$ cat config.mk
export PLATFORM = sky130hd
export DESIGN_NAME = spiclk_divider
export DESIGN_NICKNAME = d
export VERILOG_FILES = /design/src/rtl/spiclk_pkg.sv /design/src/rtl/spiclk_decode.sv /design/src/rtl/spiclk_half_timer.sv /design/src/rtl/spiclk_phase_ctrl.sv /design/src/rtl/spiclk_divider.sv
export SDC_FILE = /design/constraint.sdc
export NUM_CORES = 1
export LEC_CHECK = 0
export BUFFER_PORTS_ARGS = -buffer_cell sky130_fd_sc_hd__buf_2
export CORE_MARGIN = 5
export CORE_UTILIZATION = 35
export CTS_BUF_LIST = sky130_fd_sc_hd__clkbuf_4
export DETAILED_ROUTE_END_ITERATION = 8
export GPL_TIMING_DRIVEN = 0
export SKIP_CTS_REPAIR_TIMING = 1
export SLEW_MARGIN = 20
export SYNTH_ARGS = -nofsm -noshare
export SYNTH_HDL_FRONTEND = slang
export SYNTH_SLANG_ARGS = --single-unit
$ cat constraint.sdc
create_clock -name clk -period 3.39 [get_ports clk]
set_clock_uncertainty 0.05 [all_clocks]
set_input_delay 0.339 -clock clk [delete_from_list [all_inputs] [get_ports clk]]
set_output_delay 0.339 -clock clk [all_outputs]
set_load 0.03 [all_outputs]
$ cat src/rtl/spiclk_pkg.sv
package spiclk_pkg;

  typedef enum logic {
    DIV_POW2 = 1'b0,
    DIV_LIN  = 1'b1
  } div_law_e;

endpackage

$ cat src/rtl/spiclk_decode.sv
module spiclk_decode #(
  parameter int LIN_W  = 8,
  parameter int POW_W  = 4,
  parameter int TERM_W = 14,
  localparam int CFG_W = LIN_W + POW_W + 1
) (
  input  logic [CFG_W-1:0]  cfg,
  output logic [TERM_W-1:0] term
);
  import spiclk_pkg::*;

  localparam int EXT_W = TERM_W + 1;

  // Linear law: half period is N+1 cycles, so the terminal count is N.
  function automatic logic [TERM_W-1:0] lin_term(input logic [LIN_W-1:0] n);
    lin_term = TERM_W'(n);
  endfunction

  // Power-of-two law: half period 2^(M-1); M = 0 is clamped to the M = 1 rate.
  function automatic logic [TERM_W-1:0] pow_term(input logic [POW_W-1:0] m);
    logic [EXT_W-1:0] half;
    if (m == '0) half = EXT_W'(1);
    else         half = EXT_W'(1) << (m - 1'b1);
    pow_term = TERM_W'(half - EXT_W'(1));
  endfunction

  div_law_e         law;
  logic [LIN_W-1:0] n_fld;
  logic [POW_W-1:0] m_fld;

  assign n_fld = cfg[LIN_W-1:0];
  assign m_fld = cfg[LIN_W+POW_W-1:LIN_W];
  assign law   = div_law_e'(cfg[CFG_W-1]);

  always_comb begin
    case (law)
      DIV_LIN: term = lin_term(n_fld);
      default: term = pow_term(m_fld);
    endcase
  end

endmodule

$ cat src/rtl/spiclk_half_timer.sv
module spiclk_half_timer #(
  parameter int TERM_W = 14
) (
  input  logic              clk,
  input  logic              rst_n,
  input  logic              load,
  input  logic              run,
  input  logic [TERM_W-1:0] term_in,
  output logic [TERM_W-1:0] term_q,
  output logic [TERM_W-1:0] cnt,
  output logic              tick
);

  assign tick = run && (cnt == term_q);

  always_ff @(posedge clk or negedge rst_n) begin
    if (!rst_n) begin
      term_q <= '0;
      cnt    <= '0;
    end else if (load) begin
      term_q <= term_in;
      cnt    <= '0;
    end else if (run) begin
      if (tick) cnt <= '0;
      else      cnt <= cnt + 1'b1;
    end
  end

endmodule

$ cat src/rtl/spiclk_phase_ctrl.sv
module spiclk_phase_ctrl (
  input  logic clk,
  input  logic rst_n,
  input  logic active,
  input  logic tick,
  output logic running,
  output logic phase,
  output logic load,
  output logic lead_stb,
  output logic trail_stb
);

  logic go_lead;
  logic go_trail;

  assign load     = !running && active;
  assign go_lead  = tick && !phase && active;
  assign go_trail = tick && phase;

  always_ff @(posedge clk or negedge rst_n) begin
    if (!rst_n) begin
      running <= 1'b0;
      phase   <= 1'b0;
    end else if (load) begin
      running <= 1'b1;
      phase   <= 1'b0;
    end else if (tick) begin
      if (!phase) begin
        if (active) phase   <= 1'b1;
        else        running <= 1'b0;
      end else begin
        phase <= 1'b0;
        if (!active) running <= 1'b0;
      end
    end
  end

  always_ff @(posedge clk or negedge rst_n) begin
    if (!rst_n) begin
      lead_stb  <= 1'b0;
      trail_stb <= 1'b0;
    end else begin
      lead_stb  <= go_lead;
      trail_stb <= go_trail;
    end
  end

endmodule

$ cat src/rtl/spiclk_divider.sv
module spiclk_divider #(
  parameter int LIN_W  = 8,
  parameter int POW_W  = 4,
  localparam int CFG_W = LIN_W + POW_W + 1
) (
  input  logic             clk,
  input  logic             rst_n,
  input  logic [CFG_W-1:0] cfg,
  input  logic             active,
  input  logic             cpol,
  output logic             sclk,
  output logic             lead_stb,
  output logic             trail_stb
);

  localparam int POW_SPAN = (1 << POW_W) - 2;
  localparam int TERM_W   = (LIN_W > POW_SPAN) ? LIN_W : POW_SPAN;

  logic [TERM_W-1:0] term_new;
  logic [TERM_W-1:0] term_q;
  logic [TERM_W-1:0] cnt;
  logic              half_tick;
  logic              running;
  logic              phase;
  logic              load;

  spiclk_decode #(
    .LIN_W (LIN_W),
    .POW_W (POW_W),
    .TERM_W(TERM_W)
  ) u_decode (
    .cfg (cfg),
    .term(term_new)
  );

  spiclk_half_timer #(
    .TERM_W(TERM_W)
  ) u_timer (
    .clk    (clk),
    .rst_n  (rst_n),
    .load   (load),
    .run    (running),
    .term_in(term_new),
    .term_q (term_q),
    .cnt    (cnt),
    .tick   (half_tick)
  );

  spiclk_phase_ctrl u_phase (
    .clk      (clk),
    .rst_n    (rst_n),
    .active   (active),
    .tick     (half_tick),
    .running  (running),
    .phase    (phase),
    .load     (load),
    .lead_stb (lead_stb),
    .trail_stb(trail_stb)
  );

  assign sclk = cpol ^ phase;

endmodule

# ---- Word level (Yosys, flattened, before mapping)
# Cells that the tools add are included.
# W data, S select, Z words.
dict set report word_totals {
  register_bits 32
  wordCells 37
  input_bits 17
}
dict set report classes {
  muxes 13
  n_bitwise 1
  n_reduce_logical 11
  addsub 3
  n_shift 1
  eq_ne 2
}
# op n
set ops {}
lappend ops {{$mux W14} 6}
lappend ops {{$add A14 B1 Y14 const B} 1}
lappend ops {{$eq A14 B14 Y1} 1}
lappend ops {{$shl A1 B4 Y14 const A} 1}
lappend ops {{$sub A14 B1 Y14 const B} 1}
lappend ops {{$mux W1} 7}
lappend ops {{$logic_and A1 B1 Y1} 5}
lappend ops {{$logic_not A4 Y1} 1}
lappend ops {{$reduce_bool A2 Y1} 2}
lappend ops {{$sub A4 B1 Y4 const B} 1}
lappend ops {{$logic_not A1 Y1} 2}
lappend ops {{$ne A2 B1 Y1 const B} 1}
lappend ops {{$reduce_and A2 Y1} 1}
lappend ops {{$xor A1 B1 Y1} 1}

# ---- Longest topological paths before layout
dict set report logic_depth {
  ltp_word 6
  depth_mapped 9
}

# ---- Modules after synthesis
# From an unflattened synthesis, not the netlist that was laid out.
dict set report hier_totals {
  hier_cells 209
  hier_area_um2 2039.5
}
# mod cells_each seq_area_each_um2 n_inst area_per_inst_um2
set modules_own_cells {}
lappend modules_own_cells {spiclk_half_timer 132 700.7 1 1472.7}
lappend modules_own_cells {spiclk_decode 65 0.0 1 404.1}
lappend modules_own_cells {spiclk_phase_ctrl 11 100.1 1 153.9}
lappend modules_own_cells {spiclk_divider 1 0.0 1 8.8}

# ---- Worst setup path after synthesis
# No wires, ideal clock.
dict set report synth_path {
  path_type {input -> register}
  startpoint {input cfg[8]}
  endpoint {register u_timer.term_q[10]}
  slack_ns 1.504
  path_buffers 2
  stages 9
  setup_time_ns 0.121
  t_arrival_ns 1.715
  t_required_ns 3.219
  cell_sequence {clkbuf_1 nor3_1 nand2_1 ha_1 clkbuf_1 a21boi_0 a21oi_1 o2bb2ai_1 a22o_1}
}
dict set report synth_via {
  elab_chain_len 6
}
# element line_no
set synth_lines {}
lappend synth_lines {{start, declared} spiclk_divider.sv:8} ;# input logic [CFG_W-1:0] cfg,
lappend synth_lines {{$sub A4 B1 Y4} spiclk_decode.sv:23} ;# else half = EXT_W'(1) << (m - 1'b1);
lappend synth_lines {{$shl A1 B4 Y14} spiclk_decode.sv:23}
lappend synth_lines {{$mux W14 *} spiclk_decode.sv:22} ;# if (m == '0) half = EXT_W'(1);
lappend synth_lines {{$mux W14 *} spiclk_decode.sv:36} ;# case (law)
lappend synth_lines {{$sub A14 B1 Y14 *} spiclk_decode.sv:24} ;# pow_term = TERM_W'(half - EXT_W'(1));
lappend synth_lines {{$mux W14 *} spiclk_decode.sv:36}
lappend synth_lines {{end signal, assigned} spiclk_half_timer.sv:21} ;# term_q <= term_in;
lappend synth_lines {{end, declared} spiclk_half_timer.sv:9} ;# output logic [TERM_W-1:0] term_q,
# Mark *: on every way between the ends. The rest lies on a longest branch, timed or not. The select of a mux whose other input is x is not followed.
# A chain may end at the register's enable or synchronous reset.

# ---- Worst setup path in the final report
dict set report layout_path {
  startpoint {input cfg[11]}
  endpoint {register u_timer.term_q[10]}
}
# Same word-level chain as after synthesis.

==> qor.yml <==
violations: "negative hold slack"
antenna_left: 0
finalCriticalPeriod_ns: 2.013
multi_input_area_um2: 1107
seq_area_frac_synth: 0.3995
syn_avg_cell_area_um2: 9.195
worstMarginPinSlew_ns: 0.7096
p_sw_uw: 533.3
cp_max_fo: 10
finalSetupTns_ns: 0
critPathBufInv: 3
grt_pass1_wl_mm: 7.921
fin_util: 0.4036
wl_mm: 4.703
reg2regPathDepth: 5
synth-seq-cells: 32
crit_slowest_cell: "clkbuf_1"
yosysMostFrequentCell: "dfrtp_1"
finalHoldViolCount: 32
port_buffers: 17
grt_overflow: 0
clk_latency_ns: 0.35
synth.net_count: 237
p_per_area_nw_per_um2: 594.8
max_stage_delay_ns: 0.35
cts_root_buf: "clkbuf_4"
stdcell_count: 315
viasPerCell: 5.416
synth-edff-count: 0
synth_top_area_cell: "dfrtp_1"
whs_ns: -0.02853
synth_area_leaders: "dfrtp_1 40%, xnor2_1 8.3%, o21ai_0 4.2%"
ys_dominant_reg_cell: "dfrtp_1"
placedCellCount: 307
start_kind: "input pin"
first_pass_iters: 4
cts_buffers: 5
area_delta_synth_final_pct: 11.55
yosys_warnings: 0
setup_viol: 0
synth_top_area_share: 0.3995
antenna_found_initial: 0
chipHeight_um: 85.68
p_clk_frac: 0.169
n_antenna_cell: 0
post-route-period-util: 0.5938
nFillCells: 586
outcome: "complete, but fails checks"
max-cap-violations: 0
internal_power_uw: 796.5
cp_common_cell: "clkbuf_1"
worst_path_dominant_cell_family: "buffers and inverters"
vias: 1706
drc: 0
layout.nets: 261
synth_cell_types: 55
max_freq_mhz: 496.8
ir_worst_vdd_mv: 0.2934
netlist_area_um2: 2004
start_util: 0.3618
gp_congestion: 0.8622
synthArstFlopShare: 1.000
path_cells: "buf_2 > clkbuf_1 > nor3_1 > nand2_1 > ha_1 > clkbuf_1 > and4b_1 > a21oi_1 > o2bb2ai_1 > a22o_1"
dpl.hpwl_mm: 3.483
leakage_uw: 0.0009242
grtUsageTotal: 0.1358
drive_gt1_frac: 0.1481
grt_pass1_vias: 1621
place_ws_ns: 1.057
die_w_um: 85.68
arrival_ns: 2.20
setup_slack_ns: 1.377
drtIter0Drc: 111
clock-sinks: 32
synth_commonest_cells: "32 x dfrtp_1, 19 x xnor2_1, 18 x nand2_1"
ff2ff_setup_slack_ns: 1.43
htree_levels: 2
swShare: 0.4010
seqCellArea_um2: 800.8
end_kind: "flip-flop"
clkTransAtPathRegs_ns: 0.10
grt_max_degree: 33
slew_viol_final: 0
critPathKind: "input pin to flip-flop"
routedWlPerCell_um: 14.93
r2r-start: "u_timer.cnt[4]"
power_frac_seq: 0.458
dieArea_um2: 7340
combPwrFrac: 0.373
coreArea_um2: 5540
r2r-end: "u_timer.cnt[11]"
core.rowCount: 27
cts_tree: "done"
cts_buffer_depth: 2
io_pins: 20
synthCells: 218
slew_headroom: 0.5269
min-delay-path-class: "input pin to async pin"
rsz0062_at_grt: "no"
required_ns: 3.58
[through the flow]
step,area (µm²),hold WS (ns),power [µW]
final,2236,-0.02853,1330
after global routing,2236,0.03258,1425
after CTS,2236,0.01132,1340
after detailed placement,2180,0.3918,1115
after global placement,2180,0.3925,1101
after floorplan,2004,-0.006591,978.3
[sequential cells by signal (all words and copies together) (netlist names)]
| signal | cells |
|---|---|
| u_phase.lead_stb | 1 |
| u_phase.phase | 1 |
| u_phase.running | 1 |
| u_phase.trail_stb | 1 |
| u_timer.term_q | 14 |
| u_timer.cnt | 14 |
[worst max-delay path by stage]
stage,endpoint,slack (ns),startpoint,cells after the start
2_1_floorplan,u_timer.term_q[10],1.50,cfg[8],9
3_3_place_gp,u_timer.term_q[10],1.07,cfg[11],10
3_5_place_dp,u_timer.term_q[10],1.06,cfg[11],10
4_1_cts,u_timer.cnt[11],1.38,u_timer.cnt[4],5
5_1_grt,u_timer.term_q[10],1.24,cfg[11],10
6_report,u_timer.term_q[10],1.38,cfg[11],10
[layout make-up]
| type | count | area share |
|---|---|---|
| sequential | 32 | 0.3581 |
| buffer | 16 | 0.03302 |
| tap | 72 | 0.04029 |
| inverter | 6 | 0.01007 |
| timing repair buffer | 17 | 0.03805 |
| clock inverter | 2 | 0.005036 |
| multi-input combinational | 164 | 0.4952 |
| clock buffer | 6 | 0.02015 |
[cell usage in the layout (no fill, tap or decap), types with 2 or more instances in the layout]
cell type,instances
a211o_1,2
a211oi_1,6
a21boi_0,2
a21oi_1,10
a221oi_1,2
a22o_1,4
and2_1,3
and3_1,5
and4b_1,2
buf_2,22
clkbuf_1,10
clkbuf_4,6
dfrtp_1,32
ha_1,2
inv_1,6
nand2_1,18
nand3_1,8
nand4_1,6
nor2_1,12
nor2b_1,2
nor3_1,4
nor4_1,2
o211ai_1,3
o21ai_0,17
o21bai_1,2
o2bb2ai_1,2
o311ai_0,2
xnor2_1,19
xor2_1,3
[cells by family after synthesis]
| kind of cell | Yosys count | share of synthesized area |
|---|---|---|
| buf+inv | 22 | 0.04806 |
| mux | 2 | 0.01061 |
| simple gates | 74 | 0.2135 |
| compound gates | 64 | 0.2197 |
| fa+ha+maj | 2 | 0.01248 |
| xor+xnor | 22 | 0.09613 |
| flops | 32 | 0.3995 |
[metal layers]
metal  GRT usage  part of all wire  up-vias
met5           0                 0        -
met4     0.06043             0.020        0
met3     0.02402             0.037        8
met2      0.2147              0.46       32
met1      0.1811              0.49      812
li1            -                 -      854
[power groups by stage]
| stage | combinational, µW | clock, µW | sequential [µW] |
|---|---|---|---|
| 2_1_floorplan | 400 | 0 | 579 |
| 3_3_place_gp | 487 | 0 | 614 |
| 3_5_place_dp | 498 | 0 | 617 |
| 4_1_cts | 500 | 230 | 610 |
| 5_1_grt | 553 | 250 | 622 |
| 6_report | 496 | 225 | 609 |
(Power assumes the default switching activity.)
